<file path="src/rtl/dtmf_gen_pkg.sv">
package dtmf_gen_pkg;

  typedef enum logic [1:0] {
    SEQ_IDLE = 2'd0,
    SEQ_TONE = 2'd1,
    SEQ_GAP  = 2'd2
  } seq_state_t;

  // Nominal frequency in Hz: grp 0 = low group, 1 = high group; idx 0..3 ascending.
  function automatic int unsigned group_hz(input int unsigned grp, input int unsigned idx);
    int unsigned f;
    if (grp == 0) begin
      case (idx)
        0: f = 697;
        1: f = 770;
        2: f = 852;
        default: f = 941;
      endcase
    end else begin
      case (idx)
        0: f = 1209;
        1: f = 1336;
        2: f = 1477;
        default: f = 1633;
      endcase
    end
    return f;
  endfunction

  // Rounded half period in ticks.
  function automatic int unsigned half_ticks(input int unsigned tick_hz, input int unsigned f);
    return (tick_hz + f) / (2 * f);
  endfunction

  // Rounded number of ticks in a span of ms milliseconds.
  function automatic int unsigned span_ticks(input int unsigned tick_hz, input int unsigned ms);
    longint unsigned prod;
    prod = longint'(tick_hz) * longint'(ms) + 64'd500;
    return int'(prod / 64'd1000);
  endfunction

  // Bits needed to hold the value n.
  function automatic int unsigned width_for(input int unsigned n);
    return (n < 2) ? 1 : $clog2(n + 1);
  endfunction

  function automatic logic [1:0] row_of(input logic [3:0] code);
    logic [1:0] r;
    case (code)
      4'd1, 4'd2, 4'd3, 4'd13:  r = 2'd0;
      4'd4, 4'd5, 4'd6, 4'd14:  r = 2'd1;
      4'd7, 4'd8, 4'd9, 4'd15:  r = 2'd2;
      default:                  r = 2'd3;
    endcase
    return r;
  endfunction

  function automatic logic [1:0] col_of(input logic [3:0] code);
    logic [1:0] c;
    case (code)
      4'd1, 4'd4, 4'd7, 4'd11:  c = 2'd0;
      4'd2, 4'd5, 4'd8, 4'd10:  c = 2'd1;
      4'd3, 4'd6, 4'd9, 4'd12:  c = 2'd2;
      default:                  c = 2'd3;
    endcase
    return c;
  endfunction

endpackage

</file>
<file path="src/rtl/dtmf_prescaler.sv">
module dtmf_prescaler
  import dtmf_gen_pkg::*;
#(
  parameter int unsigned DIV = 4
) (
  input  logic clk,
  input  logic rst_n,
  input  logic run,
  input  logic restart,
  output logic tick
);
  localparam int unsigned CW = width_for(DIV - 1);

  logic [CW-1:0] cnt;
  logic          at_last;

  assign at_last = (cnt == CW'(DIV - 1));
  assign tick    = run && at_last;

  always_ff @(posedge clk or negedge rst_n) begin
    if (!rst_n)                          cnt <= '0;
    else if (restart || !run || at_last) cnt <= '0;
    else                                 cnt <= cnt + 1'b1;
  end

  assert_presc_bound_R3: assert property (@(posedge clk) disable iff (!rst_n)
    {1'b0, cnt} < (CW+1)'(DIV));

  assert_presc_idle_R3: assert property (@(posedge clk) disable iff (!rst_n)
    !run |=> (cnt == '0));

endmodule

</file>
<file path="src/rtl/dtmf_square_osc.sv">
module dtmf_square_osc
  import dtmf_gen_pkg::*;
#(
  parameter int unsigned TICK_HZ = 894886,
  parameter int unsigned GROUP   = 0
) (
  input  logic       clk,
  input  logic       rst_n,
  input  logic       hold,
  input  logic       tick,
  input  logic [1:0] idx,
  output logic       phase_hi
);
  localparam int unsigned HMAX = half_ticks(TICK_HZ, group_hz(GROUP, 0));
  localparam int unsigned HW   = width_for(HMAX);

  logic [HW-1:0] lim [4];
  logic [HW-1:0] cnt;
  logic          wrap;

  for (genvar i = 0; i < 4; i++) begin : g_lim
    assign lim[i] = HW'(half_ticks(TICK_HZ, group_hz(GROUP, i)) - 1);
  end

  assign wrap = (cnt == lim[idx]);

  always_ff @(posedge clk or negedge rst_n) begin
    if (!rst_n) begin
      cnt      <= '0;
      phase_hi <= 1'b1;
    end else if (hold) begin
      cnt      <= '0;
      phase_hi <= 1'b1;
    end else if (tick) begin
      if (wrap) begin
        cnt      <= '0;
        phase_hi <= ~phase_hi;
      end else begin
        cnt      <= cnt + 1'b1;
      end
    end
  end

  assert_osc_in_range_R3: assert property (@(posedge clk) disable iff (!rst_n)
    !hold |-> (cnt <= lim[idx]));

  assert_osc_flip_on_tick_R3: assert property (@(posedge clk) disable iff (!rst_n)
    (!hold && !tick) |=> $stable(phase_hi));

  assert_osc_start_high_R9: assert property (@(posedge clk) disable iff (!rst_n)
    hold |=> phase_hi);

endmodule

</file>
<file path="src/rtl/dtmf_burst_seq.sv">
module dtmf_burst_seq
  import dtmf_gen_pkg::*;
#(
  parameter int unsigned SPAN = 45639
) (
  input  logic       clk,
  input  logic       rst_n,
  input  logic       load,
  input  logic       burst_mode,
  input  logic       tick,
  input  logic [3:0] digit,
  output logic [3:0] code_q,
  output logic       code_valid,
  output logic       accept,
  output logic       busy,
  output logic       tone_live,
  output logic       done
);
  localparam int unsigned CW = width_for(SPAN);

  seq_state_t    state;
  logic [CW-1:0] cnt;
  logic          span_end;

  assign accept    = (state == SEQ_IDLE) && load;
  assign busy      = (state != SEQ_IDLE);
  assign tone_live = (state == SEQ_TONE);
  assign span_end  = tick && (cnt == CW'(SPAN - 1));

  always_ff @(posedge clk or negedge rst_n) begin
    if (!rst_n) begin
      state      <= SEQ_IDLE;
      cnt        <= '0;
      code_q     <= '0;
      code_valid <= 1'b0;
      done       <= 1'b0;
    end else begin
      done <= 1'b0;
      case (state)
        SEQ_IDLE: begin
          if (accept) begin
            code_q     <= digit;
            code_valid <= 1'b1;
            cnt        <= '0;
            if (burst_mode) state <= SEQ_TONE;
          end
        end
        SEQ_TONE: begin
          if (span_end) begin
            cnt   <= '0;
            state <= SEQ_GAP;
          end else if (tick) begin
            cnt <= cnt + 1'b1;
          end
        end
        SEQ_GAP: begin
          if (span_end) begin
            cnt   <= '0;
            state <= SEQ_IDLE;
            done  <= 1'b1;
          end else if (tick) begin
            cnt <= cnt + 1'b1;
          end
        end
        default: state <= SEQ_IDLE;
      endcase
    end
  end

  assert_done_single_R6: assert property (@(posedge clk) disable iff (!rst_n)
    done |=> !done);

  assert_done_not_busy_R6: assert property (@(posedge clk) disable iff (!rst_n)
    done |-> !busy);

  assert_load_ignored_R7: assert property (@(posedge clk) disable iff (!rst_n)
    (busy && load) |=> $stable(code_q));

  assert_tone_then_gap_R5: assert property (@(posedge clk) disable iff (!rst_n)
    tone_live |=> busy);

  assert_span_bound_R5: assert property (@(posedge clk) disable iff (!rst_n)
    {1'b0, cnt} < (CW+1)'(SPAN));

endmodule

</file>
<file path="src/rtl/dtmf_burst_gen.sv">
module dtmf_burst_gen
  import dtmf_gen_pkg::*;
#(
  parameter int unsigned REF_HZ   = 3579545,
  parameter int unsigned PRESCALE = 4,
  parameter int unsigned BURST_MS = 51,
  parameter int unsigned SAMPLE_W = 8,
  parameter int unsigned ROW_AMP  = 48,
  parameter int unsigned COL_AMP  = 60
) (
  input  logic                       clk,
  input  logic                       rst_n,
  input  logic [3:0]                 digit,
  input  logic                       load,
  input  logic                       burst_mode,
  input  logic                       tone_on,
  output logic signed [SAMPLE_W-1:0] sample,
  output logic                       busy,
  output logic                       done
);
  localparam int unsigned TICK_HZ = REF_HZ / PRESCALE;
  localparam int unsigned SPAN    = span_ticks(TICK_HZ, BURST_MS);
  localparam logic signed [SAMPLE_W-1:0] RA = SAMPLE_W'(ROW_AMP);
  localparam logic signed [SAMPLE_W-1:0] CA = SAMPLE_W'(COL_AMP);

  logic [3:0] code_q;
  logic       code_valid;
  logic       accept;
  logic       tone_live;
  logic       sounding;
  logic       run;
  logic       tick;
  logic       osc_hold;
  logic [1:0] sel [2];
  logic [1:0] phase_hi;

  dtmf_burst_seq #(.SPAN(SPAN)) u_seq (
    .clk        (clk),
    .rst_n      (rst_n),
    .load       (load),
    .burst_mode (burst_mode),
    .tick       (tick),
    .digit      (digit),
    .code_q     (code_q),
    .code_valid (code_valid),
    .accept     (accept),
    .busy       (busy),
    .tone_live  (tone_live),
    .done       (done)
  );

  assign sounding = tone_live || (!busy && !burst_mode && tone_on && code_valid);
  assign run      = busy || sounding;
  assign osc_hold = !sounding || accept;

  dtmf_prescaler #(.DIV(PRESCALE)) u_presc (
    .clk     (clk),
    .rst_n   (rst_n),
    .run     (run),
    .restart (accept),
    .tick    (tick)
  );

  assign sel[0] = row_of(code_q);
  assign sel[1] = col_of(code_q);

  for (genvar g = 0; g < 2; g++) begin : g_tone
    dtmf_square_osc #(.TICK_HZ(TICK_HZ), .GROUP(g)) u_osc (
      .clk      (clk),
      .rst_n    (rst_n),
      .hold     (osc_hold),
      .tick     (tick),
      .idx      (sel[g]),
      .phase_hi (phase_hi[g])
    );
  end

  always_comb begin
    if (sounding) sample = (phase_hi[0] ? RA : -RA) + (phase_hi[1] ? CA : -CA);
    else          sample = '0;
  end

  assert_silent_idle_R8: assert property (@(posedge clk) disable iff (!rst_n)
    (!busy && !tone_on) |-> (sample == '0));

  assert_cont_not_busy_R8: assert property (@(posedge clk) disable iff (!rst_n)
    (!busy && load && !burst_mode) |=> !busy);

endmodule

</file>
<file path="config.mk">
export PLATFORM = sky130hd
export DESIGN_NAME = dtmf_burst_gen
export DESIGN_NICKNAME = d
export VERILOG_FILES = /design/src/rtl/dtmf_gen_pkg.sv /design/src/rtl/dtmf_prescaler.sv /design/src/rtl/dtmf_square_osc.sv /design/src/rtl/dtmf_burst_seq.sv /design/src/rtl/dtmf_burst_gen.sv
export SDC_FILE = /design/constraint.sdc
export NUM_CORES = 1
export LEC_CHECK = 0
export ABC_CLOCK_PERIOD_IN_PS = 3300
export BUFFER_PORTS_ARGS = -buffer_cell sky130_fd_sc_hd__buf_2
export CORE_UTILIZATION = 50
export CTS_CLUSTER_SIZE = 10
export DETAILED_ROUTE_END_ITERATION = 8
export PLACE_DENSITY = 0.68
export SETUP_SLACK_MARGIN = 0.2
export SLEW_MARGIN = 30
export SYNTH_ARGS = -nofsm -noshare
export SYNTH_HDL_FRONTEND = slang
export SYNTH_HIERARCHICAL = 1
export SYNTH_SLANG_ARGS = --single-unit
</file>
<file path="constraint.sdc">
create_clock -name clk -period 3.3 [get_ports clk]
set_clock_uncertainty 0.2 [all_clocks]
set_input_delay 0.495 -clock clk [delete_from_list [all_inputs] [get_ports clk]]
set_output_delay 0.495 -clock clk [all_outputs]
set_load 0.1 [all_outputs]
</file>
---- Word-level counts from Yosys, hierarchy flattened ----
Memory sizes are Yosys's and may differ from the RTL's.
Cells that the tools add are included.
cells by class
  reductions and logical operators ........ 27
  eq/ne operators ......................... 11
  bitwise logic cells ..................... 4
  $lt $le $gt $ge ......................... 2
  add/sub/neg operators ................... 5
  mux-type cells .......................... 33
operators by type and width
  operator                                                         number
  10-bit two-way mux                                               5
  16-bit two-way mux                                               3
  9-bit two-way mux                                                5
  16-bit case mux with 2 select lines                              1
  8-bit two-way mux                                                3
  10-bit binary-select mux with 2-bit select                       1
  9-bit binary-select mux with 2-bit select                        1
  16-bit by 1-bit adder with 16-bit output, second input constant  1
  16-bit == test, second input constant                            1
  10-bit by 1-bit adder with 10-bit output, second input constant  1
  10-bit == test                                                   1
  2-bit two-way mux                                                5
  2-bit nonzero test                                               5
  9-bit by 1-bit adder with 9-bit output, second input constant    1
  9-bit == test                                                    1
  8-bit adder                                                      1
  1-bit two-way mux                                                8
  3-bit greater-or-equal comparator, second input constant         2
  1-bit logical AND                                                6
  2-bit NOT with 3-bit output                                      2
  2-bit case mux with 3 select lines                               1
  2-bit AND reduction                                              3
  1-bit logical OR                                                 5
  2-bit == test, second input constant                             2
  other kinds (11)                                                 17
word-level totals
  logic and storage cells ................. 94
  flip-flop bits (word level) ............. 47
  bits in read-only memories .............. 64
  memories ................................ 2
memories
  name             words  bits a word  rd ports  clocked after memory_dff  wr ports  RTL line            RTL
  (no name shown)  16     2            1         0                         0         dtmf_gen_pkg.sv:60  case (code)
  (no name shown)  16     2            1         0                         0         dtmf_gen_pkg.sv:49  case (code)

---- Logic depth before layout (Yosys ltp) ----
Gate-level depths: netlist of run 1.
  word-level depth ........................ 11
  mapped depth ............................ 12

---- By module ----
Netlist of run 1, hierarchy kept.
modules (own cells, without submodules)
  module                              area an instance (µm²)  times used  cells an instance  seq. area each (µm²)
  dtmf_burst_seq                      1,390.1                 1           144                600.6
  dtmf_square_osc at g_tone[0].u_osc  768.2                   1           80                 276.5
  dtmf_square_osc at g_tone[1].u_osc  623.1                   1           62                 251.5
  dtmf_burst_gen                      335.3                   1           48                 0.0
  dtmf_prescaler                      96.3                    1           6                  50.0

---- Worst setup path before layout of run 1 ----
OpenSTA, ideal clock, no wires.
  path kind ............................... reg-to-output
  from .................................... register u_seq.state[1]
  to ...................................... output sample[5]
  data arrival time ....................... 2.778 ns
  setup slack ............................. -0.173 ns
  buffers on the path ..................... 0
  stages on the path, launching flop included .. 7
  cell sequence ........................... dfrtp_1 -> inv_1 -> ha_1 -> inv_1 -> nor2_2 -> a31oi_4 -> nor2_1
between the ends
  cells in the longest elaborated chain, start to end .. 7
  elaborated cells on any way between the ends .. 8
  classes of those cells .................. 1 x eq/ne; 1 x mux; 6 x reduce/logical
ends and longest elaborated chain
  item                             RTL line              RTL
  start, declared                  dtmf_burst_seq.sv:21  seq_state_t state;
  start signal, assigned           dtmf_burst_seq.sv:32  state <= SEQ_IDLE;
  start signal, assigned           dtmf_burst_seq.sv:45  if (burst_mode) state <= SEQ_TONE;
  start signal, assigned           dtmf_burst_seq.sv:51  state <= SEQ_GAP;
  2-bit nonzero test               dtmf_burst_seq.sv:26  assign busy = (state != SEQ_IDLE);
  net busy                         dtmf_burst_gen.sv:18  output logic busy,
  1-bit logical NOT                dtmf_burst_gen.sv:52  assign sounding = tone_live || (!busy && !burst_mode && tone_on && code_valid);
  1-bit logical AND (3 in series)  dtmf_burst_gen.sv:52
  1-bit logical OR                 dtmf_burst_gen.sv:52
  8-bit two-way mux                dtmf_burst_gen.sv:79  if (sounding) sample = (phase_hi[0] ? RA : -RA) + (phase_hi[1] ? CA : -CA);
  end, declared                    dtmf_burst_gen.sv:17  output logic signed [SAMPLE_W-1:0] sample,
The timed path passes the listed nets, and every way through them passes these cells.

---- Worst setup path after layout of run 1 ----
  from .................................... register u_seq.state[0]
  to ...................................... register u_seq.cnt[11]
between the ends
  cells in the longest elaborated chain, start to end .. 11
  elaborated cells on any way between the ends .. 20
  classes of those cells .................. 4 x eq/ne; 2 x mux; 14 x reduce/logical
ends and longest elaborated chain
  item                                                                                      RTL line              RTL
  2-bit nonzero test                                                                        dtmf_burst_seq.sv:26
  1-bit logical NOT                                                                         dtmf_burst_gen.sv:52
  1-bit logical AND (3 in series)                                                           dtmf_burst_gen.sv:52
  1-bit logical OR                                                                          dtmf_burst_gen.sv:52
  1-bit logical OR *                                                                        dtmf_burst_gen.sv:53  assign run = busy || sounding;
  net run                                                                                   dtmf_burst_gen.sv:31  logic run;
  1-bit logical AND *                                                                       dtmf_prescaler.sv:18  assign tick = run && at_last;
  net tick                                                                                  dtmf_burst_gen.sv:32  logic tick;
  1-bit logical AND                                                                         dtmf_burst_seq.sv:28  assign span_end = tick && (cnt == CW'(SPAN - 1));
  3-bit by 1-bit != test with 1-bit output (no line) or 16-bit two-way mux (tied branches)  n/a
  3-bit AND reduction (no line) or 16-bit case mux with 2 select lines (tied branches)      n/a
  end signal, assigned                                                                      dtmf_burst_seq.sv:53  cnt <= cnt + 1'b1;
  end signal, assigned                                                                      dtmf_burst_seq.sv:62  cnt <= cnt + 1'b1;
  end, declared                                                                             dtmf_burst_seq.sv:22  logic [CW-1:0] cnt;
The timed path passes the listed nets; every way through them passes the cells marked *.
A chain may end at the register's enable or synchronous reset.

==> results_dict.tcl, run 1 <==
set metrics [dict create \
    status "finished, final reports clean" \
    grt_setup_unrepaired "yes" \
    ys_types 60 \
    ys_seq_area_share_pct 36.68 \
    end_kind "flop" \
    die_x_um 82.17 \
    ys_ff_latch 47 \
    post_drt_wl_per_cell_um 15.31 \
    gp_congestion 0.7904 \
    start_util_pct 53.01 \
    dpl.hpwl_um 4665 \
    cap_violations 0 \
    syn_area_sq_mm 0.003213 \
    remaining_drc_errors 0 \
    seqCellArea_sq_mm 0.001180 \
    coreArea_sq_mm 0.006061 \
    tns_ps 0 \
    multi_input_area_sq_mm 0.001927 \
    clk_path_buf_depth 2 \
    nets 396 \
    critPathKind "flop to flop" \
    yosys.area.top_type "dfrtp_1" \
    worstMarginPinSlew_ps 622.6 \
    use_met1_pct 32.39 \
    cts_tree "built" \
    core.rowCount 28 \
    synth_cells 340 \
    ant_nets 0 \
    use_met3_pct 3.736 \
    drive_gt1_share_pct 20.77 \
    htreeDepth 2 \
    post_layout_nonfiller_instances 441 \
    r2r_slack_ps 350 \
    synth_edf_count 0 \
    timing.final.ws_setup_ps 353.7 \
    reg2reg_depth 11 \
    clk_pin_slew_worst_paths_ps 90 \
    routed_wl_um 6750 \
    antenna_found_initial 0 \
    overflow 0 \
    maxSlewHeadroom_pct 58.49 \
    hold_class "primary input to asynchronous set/reset pin" \
    synth_top_area_share_pct 35.05 \
    port_buffers 16 \
    vias 2576 \
    power.leakage_nw 1.560 \
    nFillCells 538 \
    r2r-end "u_seq/cnt[11]$_DFFE_PN0P_" \
    cts.sinks 47 \
    viasPerCell 5.841 \
    antenna_cells 0 \
    die_height_um 82.17 \
    dieArea_sq_mm 0.006751 \
    pin_count 19 \
    drtIter0Drc 193 \
    grt_busiest_layer "met2" \
    setup_viol 0 \
    crit_path_max_fanout 10 \
    grt_max_degree 48 \
    irDropWorstVdd_uv 562.2 \
    cts_made_buffers 5 \
    first_pass_iters 4 \
    grt_use_met2_pct 32.56 \
    grt_pass1_vias 2395 \
    synthFlopType "dfrtp_1" \
    hold_buffers 0 \
    dpl.cell_count 426 \
    post-route-period-util_pct 89.28 \
    gr-usage-all-layers_pct 21.76 \
    cts_root_buffer "clkbuf_8" \
    required_ps 3320 \
    p_per_area_mw_per_mm2 854.2 \
    critPathArrivalTime_ps 2970 \
    maxSlewViolCount 0 \
    finalHoldViolCount 0 \
    dp_slack_ps 264.0 \
    grt_pass1_wl_um 11350 \
    clk_latency_ps 290 \
    avgSynthCellArea_sq_um 9.450 \
    synth_area_leaders "dfrtp_1 (35%), ha_1 (8.6%), xor2_1 (4.6%)" \
    areaGrowthSynthToFinish_pct 11.22 \
    max_freq_mhz 339.4 \
    synth.yosys.warnings 6 \
    crit_path_start_kind "flop" \
    fin_crit_ps 2946 \
    synthArstFlopShare_pct 100.0 \
    r2r_start "u_seq/state[0]$_DFFE_PN0P_" \
]
## registers in the layout, indices dropped and copies added (netlist names)
register               flops
u_seq/code_q               4
u_seq/done                 1
u_seq/state                2
g_tone.u_osc/phase_hi      2
u_seq/code_valid           1
u_seq/cnt                 16
u_presc/cnt                2
g_tone.u_osc/cnt          19
## power by group
part / switching (mW) / total, mW / internal, mW
Clock: 0.192 / 0.362 / 0.170
Sequential: 0.115 / 0.767 / 0.652
Combinational: 1.24 / 1.92 / 0.687
## timing repair
item                                    4_1_cts  5_1_grt
setup buffers                                 0        7
endpoints found under the setup margin        0       36
resized for setup                             0       11
## layout make-up
| type | instances | area share [%] |
|---|---|---|
| multi-input cells | 258 | 53.92 |
| flip-flops and latches | 47 | 33.02 |
| repair buffers | 29 | 5.252 |
| inverters | 24 | 2.626 |
| well taps | 75 | 2.626 |
| clock buffers | 7 | 2.416 |
| clock inverters | 1 | 0.1401 |
## worst max-delay path by stage
stage | startpoint | to
5_1_grt | u_seq/state[0]$_DFFE_PN0P_ | u_seq/cnt[11]$_DFFE_PN0P_
3_5_place_dp | u_seq/state[0]$_DFFE_PN0P_ | u_seq/cnt[11]$_DFFE_PN0P_
4_1_cts | u_seq/state[0]$_DFFE_PN0P_ | u_seq/cnt[11]$_DFFE_PN0P_
2_1_floorplan | u_seq/state[0]$_DFFE_PN0P_ | sample[5]
6_report | u_seq/state[0]$_DFFE_PN0P_ | u_seq/cnt[11]$_DFFE_PN0P_
3_3_place_gp | u_seq/state[0]$_DFFE_PN0P_ | u_seq/cnt[11]$_DFFE_PN0P_
## critical path: stages, from the launching register on
cell	delay [ps]
dfrtp_1	430
inv_2	120
ha_4	170
clkinvlp_4	130
nor2_4	140
a31oi_4	130
nand2b_1	140
and2_4	170
nor2b_2	50
or4_4	540
or4_1	510
a21oi_1	140
## cells in the mapped netlist (5+ instances only)
cell      number
a211oi_1       6
a21oi_1       14
a31oi_1        5
and3_1         7
and4bb_2       5
clkbuf_1       5
dfrtp_1       45
ha_1          22
inv_1         23
mux2_2         5
nand2_1       22
nand2b_1       8
nand3_1       13
nand4_1       14
nor2_1        26
nor2b_1        7
o21ai_0       10
o31ai_1        6
or4_1          8
xor2_1        17
## logic make-up after synthesis
family	synth area share [%]
XOR/XNOR	5.724
AND/OR/NAND/NOR	26.17
AO/OA/AOI/OAI	14.25
flip-flops	36.68
buffers and inverters	5.101
adder cells (fa/ha/maj)	8.567
multiplexers	3.388
other	0.1167
## placed cells by master (no fill, tap or decap), types with 3 or more instances in the layout
cell type / count
dfrtp_1: 44
nor2_1: 26
nand2_1: 22
ha_1: 20
inv_1: 19
xor2_1: 17
buf_2: 15
nand4_1: 14
buf_4: 13
a21oi_1: 12
nand3_1: 12
o21ai_0: 9
nand2b_1: 8
and3_1: 7
or4_1: 7
clkbuf_8: 6
nor2b_1: 6
a211oi_1: 6
o31ai_1: 6
a31oi_1: 5
and4bb_2: 5
mux2_2: 5
inv_2: 4
xnor2_1: 4
or3_1: 4
nor4_1: 4
nor3_1: 3
mux2i_1: 3
and2_1: 3
o22ai_1: 3
o211ai_1: 3
a41oi_1: 3
## per-stage QoR
stage               total power, mW  instance area [sq um]  utilization [%]  hold WS (ps)
floorplan                     2.189                   3249                -       -0.5910
global placement              2.503                   3388            55.90         247.7
detailed placement            2.551                   3391            55.95         260.4
CTS                           2.921                   3482            57.45         32.58
global route                  3.300                   3573            58.96         60.34
finish                        3.052                   3573            58.96         12.19
## metal layers
metal / routed length (um) / vias up
li1: - / 1280
met1: 3394 / 1255
met2: 3087 / 34
met3: 206 / 7
met4: 62 / 0
met5: 0 / -
Power figures use the tool's default switching activity.
==> run 2, diff against run 1 <==
Settings changed: CTS_BUF_LIST from default to sky130_fd_sc_hd__clkbuf_16, CTS_CLUSTER_DIAMETER from default to 30, SYNTH_HIERARCHICAL 1 to default.
==> results_dict.tcl, run 2 <==
set metrics [dict create \
    remaining_drc_errors 0 \
    seqCellArea_sq_mm 0.001179 \
    cap_violations 0 \
    drive_gt1_share_pct 19.26 \
    grt_max_degree 48 \
    ys_ff_latch 47 \
    cts_root_buffer "clkbuf_16" \
    critPathKind "flop to flop" \
    gp_congestion 0.7957 \
    worstMarginPinSlew_ps 854.3 \
    clk_latency_ps 290 \
    top_regs "g_tone.u_osc.cnt (19), u_seq.cnt (16), u_seq.code_q (4)" \
    synth_cells 357 \
    maxSlewViolCount 0 \
    synth_most_common_cell "dfrtp_1" \
    cp_top_family "compound AO/OA/AOI/OAI gates" \
    dpl.cell_count 441 \
    grt_setup_unrepaired "no" \
    ys_types 62 \
    grt_pass1_vias 2619 \
    r2r_start "u_seq.code_q[0]$_DFFE_PN0P_" \
    start_util_pct 52.76 \
    routed_wl_um 6887 \
    hold_class "primary input to asynchronous set/reset pin" \
    dp_slack_ps 58.93 \
    cts_tree "built" \
    vias 2671 \
    synth_commonest_cells "dfrtp_1 (45), o21ai_0 (36), nor2_1 (31)" \
    cp_slowest_cell "dfrtp_1" \
    status "finished, final reports clean" \
    yosys.area.top_type "dfrtp_1" \
    pin_count 19 \
    multi_input_area_sq_mm 0.001956 \
    antenna_found_initial 0 \
    dieArea_sq_mm 0.006681 \
    crit_buf_inv 2 \
    cts.sinks 47 \
    synth_edf_count 0 \
    htreeDepth 2 \
    layout_common_cells "dfrtp_1 (45), o21ai_0 (35), nor2_1 (31)" \
    areaGrowthSynthToFinish_pct 13.66 \
    hold_slack_ps 3.847 \
    clk_path_buf_depth 2 \
    synthFlopType "dfrtp_1" \
    maxSlewHeadroom_pct 42.84 \
    port_buffers 16 \
    required_ps 3280 \
    r2r_slack_ps 310 \
    post-route-period-util_pct 90.71 \
    first_pass_iters 4 \
    viasPerCell 5.883 \
    core.rowCount 28 \
    timing.final.ws_setup_ps 306.7 \
    dpl.hpwl_um 4648 \
    gr-usage-all-layers_pct 22.98 \
    regMostFlops "g_tone.u_osc.cnt" \
    nets 407 \
    max_freq_mhz 334.1 \
    synth.yosys.warnings 0 \
    ys_seq_area_share_pct 37.07 \
    p_per_area_mw_per_mm2 787.6 \
    antenna_cells 0 \
    critPathMaxStageDelay_ps 400 \
    irDropWorstVdd_uv 661.6 \
    overflow 0 \
    die_height_um 81.74 \
    tns_ps 0 \
    syn_area_sq_mm 0.003179 \
    post_layout_nonfiller_instances 454 \
    crit_path_max_fanout 8 \
    synth_top_area_share_pct 35.42 \
    end_kind "flop" \
    nFillCells 527 \
    ant_nets 0 \
    setup_viol 0 \
    finalHoldViolCount 0 \
    reg2reg_depth 12 \
    cts_made_buffers 5 \
    fin_crit_ps 2993 \
    post_drt_wl_per_cell_um 15.17 \
    critPathArrivalTime_ps 2970 \
    largest_register_ffs 19 \
    power.leakage_nw 1.564 \
    drtIter0Drc 187 \
    avgSynthCellArea_sq_um 8.906 \
    die_x_um 81.74 \
    synthArstFlopShare_pct 100.0 \
    grt_pass1_wl_um 12030 \
    cpMostUsedCell "ha_4" \
    hold_buffers 0 \
    crit_path_start_kind "flop" \
    clk_pin_slew_worst_paths_ps 70 \
    finish.utilization_pct 59.97 \
    synth_area_leaders "dfrtp_1 (35%), ha_1 (7.9%), o21ai_0 (5.7%)" \
    final_common_cell "dfrtp_1" \
    path_cells "inv_2, ha_4, or2b_1, a31oi_4, inv_1, ha_4, nor2_1, nand2_1, a211oi_2, nand4_4, a31o_4, a22o_1" \
    r2r-end "g_tone[0].u_osc.cnt[9]$_DFFE_PN0P_" \
    coreArea_sq_mm 0.006026 \
]
[run 2: cell count changes after synthesis, moves of 5 or more]
cell / change
a211oi_1: -5
nand2_1: +6
o21ai_0: +26
or4_1: -8
nor2_1: +5
and4bb_2: -5
nand4_1: -5
a22o_1: +6
xor2_1: -13
nand3_1: +10
inv_1: -8
[run 2: per-stage QoR]
step           total power, mW  instance area [sq um]
2_1_floorplan            1.866                   3183
3_3_place_gp             2.091                   3316
3_5_place_dp             2.127                   3318
4_1_cts                  2.666                   3490
5_1_grt                  3.030                   3613
6_report                 2.846                   3613
[run 2: worst register-to-register path, delay by kind of cell, from the launching register on]
family | cells | cell delay, ps
AOI/OAI and AO/OA | 4 | 1010
adders and majority gates | 2 | 440
buffers and inverters | 2 | 210
DFF | 1 | 400
and+or+nand+nor | 4 | 630
[run 2: layout make-up]
type / count / share of cell area [%]
Multi-Input combinational cell: 279 / 54.12
Sequential cell: 47 / 32.62
Timing Repair Buffer: 29 / 5.194
Clock buffer: 5 / 3.463
Tap cell: 75 / 2.597
Inverter: 16 / 1.662
Clock inverter: 3 / 0.3463
[run 2: worst max-delay path by stage]
| stage | startpoint | endpoint | slack [ps] | depth (start not counted) |
|---|---|---|---|---|
| after floorplan | g_tone[1].u_osc.phase_hi$_DFFE_PN1P_ | sample[5] | 320 | 4 |
| after global placement | u_seq.code_q[0]$_DFFE_PN0P_ | g_tone[0].u_osc.cnt[4]$_DFFE_PN0P_ | 190 | 12 |
| after detailed placement | u_seq.code_q[0]$_DFFE_PN0P_ | g_tone[0].u_osc.cnt[3]$_DFFE_PN0P_ | 60 | 12 |
| after CTS | u_seq.code_q[0]$_DFFE_PN0P_ | g_tone[0].u_osc.cnt[7]$_DFFE_PN0P_ | 230 | 12 |
| after global routing | u_seq.code_q[0]$_DFFE_PN0P_ | g_tone[0].u_osc.cnt[9]$_DFFE_PN0P_ | 180 | 12 |
| final | u_seq.code_q[0]$_DFFE_PN0P_ | g_tone[0].u_osc.cnt[9]$_DFFE_PN0P_ | 310 | 12 |
[run 2: report_power, final]
group          internal, mW  total, mW  switching (mW)  leakage (nW)
Clock                 0.274      0.492           0.217        0.0762
Combinational         0.626       1.62           0.996         0.860
Sequential            0.640      0.732          0.0911         0.628
Total                  1.54       2.85            1.30          1.56
[run 2: repair_timing]
item,4_1_cts,5_1_grt
pin swaps,3,5
endpoints found under the setup margin,8,11
buffers inserted,2,3
gates resized for setup,4,18
[run 2: logic make-up (layout without fill, tap and decap cells)]
kind of cell	Yosys count	in the layout	synth area share (%)
simple gates	156	156	26.60
compound gates	83	83	17.08
flops	47	47	37.07
buf+inv	32	53	5.076
fa+ha+maj	20	20	7.871
mux	10	10	3.739
xor+xnor	8	8	2.440
other cells	1	2	0.1180
[run 2: routing by layer]
metal / global-route usage, % / vias to the layer above / wire length [um]
li1: - / 1337 / -
met1: 31.79 / 1280 / 3398
met2: 37.27 / 46 / 3213
met3: 3.778 / 8 / 202
met4: 5.789 / 0 / 72
met5: 0 / - / 0
==> run 3, diff against run 2 <==
Settings changed: BUFFER_PORTS_ARGS -buffer_cell sky130_fd_sc_hd__buf_2 to -buffer_cell sky130_fd_sc_hd__buf_4.
==> results_dict.tcl, run 3 (synthesized netlist as in run 2, its figures left out) <==
set metrics [dict create \
    status "finished, final reports clean" \
    hold_slack_ps 10.73 \
    viasPerCell 5.899 \
    maxSlewHeadroom_pct 58.75 \
    grt_pass1_wl_um 11540 \
    core.rowCount 28 \
    remaining_drc_errors 0 \
    reg2reg_depth 12 \
    coreArea_sq_mm 0.006026 \
    regMostFlops "g_tone.u_osc.cnt" \
    cts.sinks 47 \
    post-route-period-util_pct 91.09 \
    p_total_mw 2.819 \
    max_freq_mhz 332.7 \
    maxSlewViolCount 0 \
    crit_path_start_kind "flop" \
    finalHoldViolCount 0 \
    worstMarginPinSlew_ps 618.8 \
    hold_buffers 0 \
    r2r-end "g_tone[0].u_osc.cnt[8]$_DFFE_PN0P_" \
    dpl.hpwl_um 4581 \
    finish.utilization_pct 60.05 \
    post_drt_wl_per_cell_um 14.75 \
    grt_max_degree 48 \
    grt_setup_unrepaired "yes" \
    clk_pin_slew_worst_paths_ps 60 \
    crit_path_max_fanout 4 \
    die_height_um 81.74 \
    pin_count 19 \
    first_pass_iters 4 \
    ant_nets 0 \
    tns_ps 0 \
    p_per_area_mw_per_mm2 779.0 \
    dpl.cell_count 440 \
    drtIter0Drc 167 \
    cap_violations 0 \
    end_kind "flop" \
    layout_common_cells "dfrtp_1 (44), o21ai_0 (36), nor2_1 (30)" \
    required_ps 3280 \
    vias 2684 \
    die_x_um 81.74 \
    clk_path_buf_depth 2 \
    cts_tree "built" \
    overflow 0 \
    gp_congestion 0.8140 \
    r2r_slack_ps 290 \
    critPathArrivalTime_ps 2990 \
    start_util_pct 52.76 \
    gr-usage-all-layers_pct 22.36 \
    final_common_cell "dfrtp_1" \
    hold_class "primary input to asynchronous set/reset pin" \
    path_cells "buf_6, ha_4, inv_1, mux4_2, ha_1, nor4_2, nand2_1, o21ai_0, nand4_2, buf_6, a31o_2, a22o_1" \
    r2r_start "u_seq.code_q[1]$_DFFE_PN0P_" \
    setup_viol 0 \
    post_layout_nonfiller_instances 455 \
    htreeDepth 2 \
    antenna_cells 0 \
    drive_gt1_share_pct 19.47 \
    clk_latency_ps 290 \
    top_regs "g_tone.u_osc.cnt (19), u_seq.cnt (16), u_seq.code_q (4)" \
    grt_pass1_vias 2521 \
    irDropWorstVdd_uv 595.2 \
    power.leakage_nw 1.556 \
    dieArea_sq_mm 0.006681 \
    cts_made_buffers 5 \
    areaGrowthSynthToFinish_pct 13.81 \
    cp_slowest_cell "mux4_2" \
    largest_register_ffs 19 \
    cts_root_buffer "clkbuf_16" \
    routed_wl_um 6709 \
    antenna_found_initial 0 \
    nets 408 \
    critPathKind "flop to flop" \
    fin_crit_ps 3006 \
    cpMostUsedCell "buf_6" \
    critPathMaxStageDelay_ps 520 \
    port_buffers 16 \
]
==> run 3: changes by cell type in the layout (fill, tap and decap cells not counted), sizes merged <==
cell	before	now
inv	18	16
clkinv	1	2
clkinvlp	0	1
buf	29	30
==> run 3: layout make-up <==
| class | count | area [sq um] |
|---|---|---|
| Timing Repair Buffer | 30 | 236.5 |
| Sequential cell | 47 | 1180 |
| Inverter | 16 | 60.06 |
| Multi-Input combinational cell | 279 | 1903 |
| Tap cell | 75 | 93.84 |
| Fill cell | 506 | 2407 |
| Clock inverter | 3 | 20.02 |
| Clock buffer | 5 | 125.1 |
==> run 3: worst max-delay path: cells and delay by family (launching register included) <==
kind            cells  cell delay (ps)
compound gates      3              540
fa+ha+maj           2              390
buf+inv             3              350
flops               1              400
mux                 1              520
simple gates        3              510
==> run 3: worst max-delay path by stage <==
stage | from | to | slack (ps)
floorplan | g_tone[1].u_osc.phase_hi$_DFFE_PN1P_ | sample[5] | 320
global placement | u_seq.code_q[1]$_DFFE_PN0P_ | g_tone[0].u_osc.cnt[4]$_DFFE_PN0P_ | 150
detailed placement | u_seq.code_q[0]$_DFFE_PN0P_ | g_tone[0].u_osc.cnt[4]$_DFFE_PN0P_ | 60
CTS | u_seq.code_q[0]$_DFFE_PN0P_ | g_tone[0].u_osc.cnt[8]$_DFFE_PN0P_ | 250
global route | u_seq.code_q[1]$_DFFE_PN0P_ | g_tone[0].u_osc.cnt[9]$_DFFE_PN0P_ | 180
finish | u_seq.code_q[1]$_DFFE_PN0P_ | g_tone[0].u_osc.cnt[8]$_DFFE_PN0P_ | 290
==> run 3: repair_timing <==
| action | in CTS | in global routing |
|---|---|---|
| pin swaps | 2 | 8 |
| resized for setup | 2 | 14 |
| buffers inserted | 4 | 3 |
| endpoints found under the hold margin | 0 | 0 |
| setup endpoints to repair | 8 | 9 |
==> run 3: stage by stage <==
stage               setup slack, ps  area, sq um
floorplan                     322.8         3183
global placement              147.1         3348
detailed placement            57.76         3348
CTS                           249.1         3537
global route                  180.4         3618
finish                        293.9         3618
==> run 3: power by group <==
part | switching (mW) | internal (mW)
logic | 0.960 | 0.609
clock network | 0.225 | 0.280
registers | 0.103 | 0.642
==> run 3: metal layers <==
metal | vias up | track usage [%] | wire, um | part of all wire, %
li1 | 1337 | - | - | -
met1 | 1293 | 31.03 | 3297 | 49
met2 | 47 | 35.79 | 3141 | 47
met3 | 7 | 3.667 | 191 | 2.8
met4 | 0 | 6.316 | 79 | 1.2
met5 | - | 0 | 0 | 0
